**config.mk**
```make
export PLATFORM = sky130hd
export DESIGN_NAME = byte_rate_limiter
export DESIGN_NICKNAME = d
export VERILOG_FILES = /design/src/rtl/rl_pkg.sv /design/src/rtl/rl_control.sv /design/src/rtl/rl_datapath.sv /design/src/rtl/byte_rate_limiter.sv
export SDC_FILE = /design/constraint.sdc
export NUM_CORES = 1
export LEC_CHECK = 0
export BUFFER_PORTS_ARGS = -buffer_cell sky130_fd_sc_hd__buf_2
export CAP_MARGIN = 20
export CORE_AREA = 5 5 145 147
export CTS_BUF_LIST = sky130_fd_sc_hd__clkbuf_8 sky130_fd_sc_hd__clkbuf_16
export CTS_CLUSTER_DIAMETER = 50
export DETAILED_ROUTE_END_ITERATION = 12
export DIE_AREA = 0 0 150 152
export MAX_ROUTING_LAYER = met4
export PLACE_DENSITY = 0.76
export SYNTH_ARGS = -nofsm -noshare
export SYNTH_HDL_FRONTEND = slang
export SYNTH_SLANG_ARGS = --single-unit
```
**constraint.sdc**
```tcl
create_clock -name clk -period 9.7 [get_ports clk]
set_input_delay 0.485 -clock clk [delete_from_list [all_inputs] [get_ports clk]]
set_output_delay 0.485 -clock clk [all_outputs]
set_load 0.05 [all_outputs]
```
**src/rtl/rl_pkg.sv**
```systemverilog
package rl_pkg;
  localparam int unsigned BYTES_PER_STEP  = 4000;
  localparam int unsigned FC_MARGIN_SMALL = 2048;
  localparam int unsigned FC_MARGIN_LARGE = 8192;
  localparam int unsigned FC_SPLIT_STEP   = 4;
  localparam int LANES   = 2;
  localparam int LANE_LO = 0;
  localparam int LANE_HI = 1;

  typedef struct packed {
    logic tick;
    logic addHi;
    logic addLo;
  } rlStrobes_t;
endpackage

```
**src/rtl/rl_control.sv**
```systemverilog
module rl_control
  import rl_pkg::*;
#(
  parameter int unsigned CLK_HZ = 125_000_000
) (
  input  logic       clk,
  input  logic       rstN,
  input  logic       acceptValid,
  input  logic       acceptHigh,
  input  logic       prioEn,
  output rlStrobes_t strobes
);
  localparam int TIMER_W = (CLK_HZ > 1) ? $clog2(CLK_HZ) : 1;
  localparam logic [TIMER_W-1:0] TIMER_LAST = TIMER_W'(CLK_HZ - 1);

  logic [TIMER_W-1:0] timer;
  logic wrap;
  logic toHigh;

  assign wrap   = (timer == TIMER_LAST);
  assign toHigh = prioEn & acceptHigh;

  always_ff @(posedge clk) begin
    if (!rstN) timer <= '0;
    else       timer <= wrap ? '0 : timer + 1'b1;
  end

  always_comb begin
    strobes.tick  = wrap;
    strobes.addHi = acceptValid & toHigh;
    strobes.addLo = acceptValid & ~toHigh;
  end
endmodule

```
**src/rtl/rl_datapath.sv**
```systemverilog
module rl_datapath
  import rl_pkg::*;
#(
  parameter int LIMIT_W = 12,
  parameter int LEN_W   = 11,
  parameter int CNT_W   = 25,
  parameter bit RX_MODE = 1'b1
) (
  input  logic               clk,
  input  logic               rstN,
  input  rlStrobes_t         strobes,
  input  logic [LEN_W-1:0]   len,
  input  logic [LIMIT_W-1:0] stepLo,
  input  logic [LIMIT_W-1:0] stepHi,
  output logic [LANES-1:0]   laneBlock,
  output logic [LANES-1:0]   laneNear
);
  logic [LIMIT_W-1:0] stepVec [LANES];
  logic [LANES-1:0]   addVec;

  assign stepVec[LANE_LO] = stepLo;
  assign stepVec[LANE_HI] = stepHi;
  assign addVec[LANE_LO]  = strobes.addLo;
  assign addVec[LANE_HI]  = strobes.addHi;

  for (genvar g = 0; g < LANES; g++) begin : gLane
    logic [CNT_W-1:0] count, countNext, accum;
    logic [CNT_W-1:0] limitBytes, margin, threshold;
    logic [CNT_W:0]   sum;
    logic             unlimited, zeroLimit;

    assign limitBytes = CNT_W'(stepVec[g]) * CNT_W'(BYTES_PER_STEP);
    assign unlimited  = &stepVec[g];
    assign zeroLimit  = (stepVec[g] == '0);
    assign margin     = (stepVec[g] >= LIMIT_W'(FC_SPLIT_STEP)) ?
                        CNT_W'(FC_MARGIN_LARGE) : CNT_W'(FC_MARGIN_SMALL);
    assign threshold  = (limitBytes > margin) ? (limitBytes - margin) : '0;

    always_comb begin
      accum = strobes.tick ? '0 : count;
      sum   = {1'b0, accum} + (CNT_W+1)'(len);
      if (addVec[g]) countNext = sum[CNT_W] ? '1 : sum[CNT_W-1:0];
      else           countNext = accum;
    end

    always_ff @(posedge clk) begin
      if (!rstN) count <= '0;
      else       count <= countNext;
    end

    assign laneBlock[g] = !unlimited && (zeroLimit || (count > limitBytes));

    if (RX_MODE) begin : gRx
      assign laneNear[g] = !unlimited && (count >= threshold);
    end else begin : gTx
      assign laneNear[g] = 1'b0;
    end
  end
endmodule

```
**src/rtl/byte_rate_limiter.sv**
```systemverilog
module byte_rate_limiter
  import rl_pkg::*;
#(
  parameter int unsigned CLK_HZ  = 125_000_000,
  parameter int          LIMIT_W = 12,
  parameter int          LEN_W   = 11,
  parameter bit          RX_MODE = 1'b1
) (
  input  logic               clk,
  input  logic               rstN,
  input  logic               acceptValid,
  input  logic [LEN_W-1:0]   acceptLen,
  input  logic               acceptHigh,
  input  logic               prioEn,
  input  logic [LIMIT_W-1:0] limitLo,
  input  logic [LIMIT_W-1:0] limitHi,
  output logic               blockLo,
  output logic               blockHi,
  output logic               fcReq
);
  localparam int unsigned MAX_BYTES = ((2 ** LIMIT_W) - 1) * BYTES_PER_STEP;
  localparam int          CNT_W     = $clog2(MAX_BYTES + 1) + 1;

  rlStrobes_t       strobes;
  logic [LANES-1:0] laneBlock;
  logic [LANES-1:0] laneNear;

  rl_control #(.CLK_HZ(CLK_HZ)) uControl (
    .clk        (clk),
    .rstN       (rstN),
    .acceptValid(acceptValid),
    .acceptHigh (acceptHigh),
    .prioEn     (prioEn),
    .strobes    (strobes)
  );

  rl_datapath #(
    .LIMIT_W(LIMIT_W), .LEN_W(LEN_W), .CNT_W(CNT_W), .RX_MODE(RX_MODE)
  ) uDatapath (
    .clk      (clk),
    .rstN     (rstN),
    .strobes  (strobes),
    .len      (acceptLen),
    .stepLo   (limitLo),
    .stepHi   (limitHi),
    .laneBlock(laneBlock),
    .laneNear (laneNear)
  );

  assign blockLo = laneBlock[LANE_LO];
  assign blockHi = prioEn ? laneBlock[LANE_HI] : laneBlock[LANE_LO];
  assign fcReq   = laneNear[LANE_LO] | (prioEn & laneNear[LANE_HI]);
endmodule

```
==> metrics.txt <==
status complete, no violations; maximum vdd drop 170 uV; total global-route track usage 23.7%; clock share of power 9.8%; Via Count 9529; Synth Warn # 0; layout net count around 1700; global-route wire length before repair 44300 um; drt drc 0; main area contributors after synthesis ha_1 23%, fa_1 14%, dfxtp_1 13%; synthesized area 11400 um^2; Min-Delay Path Class reg -> reg; die width 150 um; initial antenna violation count 0; period utilization 89.3%; post-synthesis net count 1697; Final Non-Filler Cells 1674; die area 22800 um^2; WP data required a little over 9 ns; layout cells sized above 1 5.77%; largest net degree at the start of global routing 47; clk root buf clkbuf_16; area grow syn2layout 6.66%; Tmin final around 8.7 ns; DRT Pass-1 Iters 5; crit path launch type input port; final core utilization 61.6%; DR WL/cell 15.3 um; ys flop type dfxtp_1; Crit path buffers/inverters 7; slowest stage delay, CP 0.51 ns; Final Hold Viols 0; worst path arrival time 8.18 ns; DRT antenna net count 0; Yosys top cell by area ha_1; crit path max fanout 17; clock latency at the later pin of the worst-skew pair 0.33 ns; Pint 1.73 mW; Final TNS setup 0 ns; CTS H-tree depth 3; CP max-delay cell fa_1; Tot Pwr approximately 3.6 mW; post-synthesis cell count 1369; Final GP Congestion 0.935; Port-buffer cells 42; WL final 25600 um; Worst-path clk slew 0.06 ns; share of the synthesized area in the top cell type ~23%; CP Capture Type primary output; max cap viols 0; CTS resizes 0; most common cell in the netlist ha_1; row count 52; Mean Syn Cell Area between 8 and 9 um^2; RSZ-0062 raised after global routing no; final max-slew violation count 0; Flop pwr share 9.3%; cts hold-fix bufs 0; Overflow after GRT 0; clk sinks 77; Netlist cell types 76; core box area 19800 um^2; starting density of the core between 50% and 60%; Num CTS Buffers 9; Tightest Pin Transition 0.964 ns; Synth top cells by count 210 x ha_1, 170 x inv_1, 84 x o21ai_0; sw frac 51.4%; Static Leak approximately 5.9 nW; WS Path Type in -> out; switching power 1.83 mW; share of the yosys chip area belonging to registers 13.5%; Die H 152 um; fmax between 100 and 150 MHz; I/O pin total 43; slew margin rel. 34.9%; vias per cell around 5.7; final setup fails 0; vias in the first global route approximately 9500; ys async rst share 0%; PwrDens 292 nW/um^2; dpl cells 1658; worst-case clock skew roughly 0.0044 ns; initial DRC count 655; CTS max path bufs 2; Seq cells post-synth 77; fill cell count 1777; number of synthesized flops with an enable pin 0; DP Wirelength between 20000 and 25000 um; CTS tree built; Gate power share 80.9%; Setup Buffers After CTS 0; Top Family by Delay on Critical Path adder cells; # diodes 0
==> worst paths after layout <==
kind                      startpoint                          end  slack [ns]  cells after the start
setup / recovery          limitHi[6]                        fcReq        1.04                     31
hold / removal     uControl.timer[0]            uControl.timer[0]        0.48                      1
setup reg to reg  uControl.timer[13]  uDatapath.gLane[1].count[1]        5.17                     14
hold reg to reg    uControl.timer[0]            uControl.timer[0]        0.48                      1
==> kinds of logic (layout without fill, tap and decap cells) <==
logic type / count (synthesis) / in the layout / synth area share [%]
compound gates: 301 / 301 / 16.8
xor+xnor: 99 / 99 / 7.65
fa+ha+maj: 289 / 289 / 36.7
buf+inv: 198 / 233 / 6.76
flops: 77 / 77 / 13.5
mux: 3 / 3 / 0.263
simple gates: 402 / 402 / 18.3
==> power by group through the flow <==
stage | Combinational [mW] | Sequential (mW) | Clock [mW]
global placement | 2.79 | 0.339 | 0
CTS | 2.88 | 0.332 | 0.351
finish | 2.88 | 0.332 | 0.349
global route | 3.27 | 0.333 | 0.367
detailed placement | 2.86 | 0.339 | 0
floorplan | 2.29 | 0.336 | 0
==> registers in the layout, summed over array words and instances (netlist names) <==
signal and flops:
uDatapath.gLane.count 50, uControl.timer 27
==> final cells by class <==
| cell class | instances | area, um^2 | area share, % |
|---|---|---|---|
| Clock buffer | 12 | 267 | 2.19 |
| Tap cell | 270 | 338 | 2.77 |
| Clock inverter | 4 | 46.3 | 0.380 |
| Multi-Input combinational cell | 1094 | 9110 | 74.8 |
| Timing Repair Buffer | 46 | 240 | 1.97 |
| Inverter | 171 | 642 | 5.27 |
| Sequential cell | 77 | 1540 | 12.6 |
==> cells in the final DEF, fill, tap and decap left out, drive strengths merged, types with 16 or more instances in the layout <==
cell,Yosys,layout
a211oi,16,16
xor2,46,46
a21o,36,36
fa,78,78
o21a,20,20
nor3,24,24
nor2b,17,17
inv,170,171
nand4,26,26
dfxtp,77,77
nand3,43,43
and3,17,17
nor2,82,82
and2,29,29
ha,210,210
a21oi,80,80
nand2,93,93
o21ai,85,85
buf,5,46
nand2b,25,25
xnor2,53,53
==> stage by stage <==
step	area [um^2]	setup WS [ns]	hold slack (ns)
2_1_floorplan	11400	1.65	0.430
3_3_place_gp	11900	1.26	0.451
3_5_place_dp	11900	1.07	0.468
4_1_cts	12200	1.04	0.481
5_1_grt	12200	0.553	0.513
6_report	12200	1.04	0.476
==> metal layers <==
metal  global-route usage [%]  part of all wire [%]
met1                     31.3                    46
met2                     39.0                    49
met3                     2.44                   3.5
met4                     5.75                   1.9
met5                        -                     0
No activity file was read; power rests on OpenSTA's default activity.
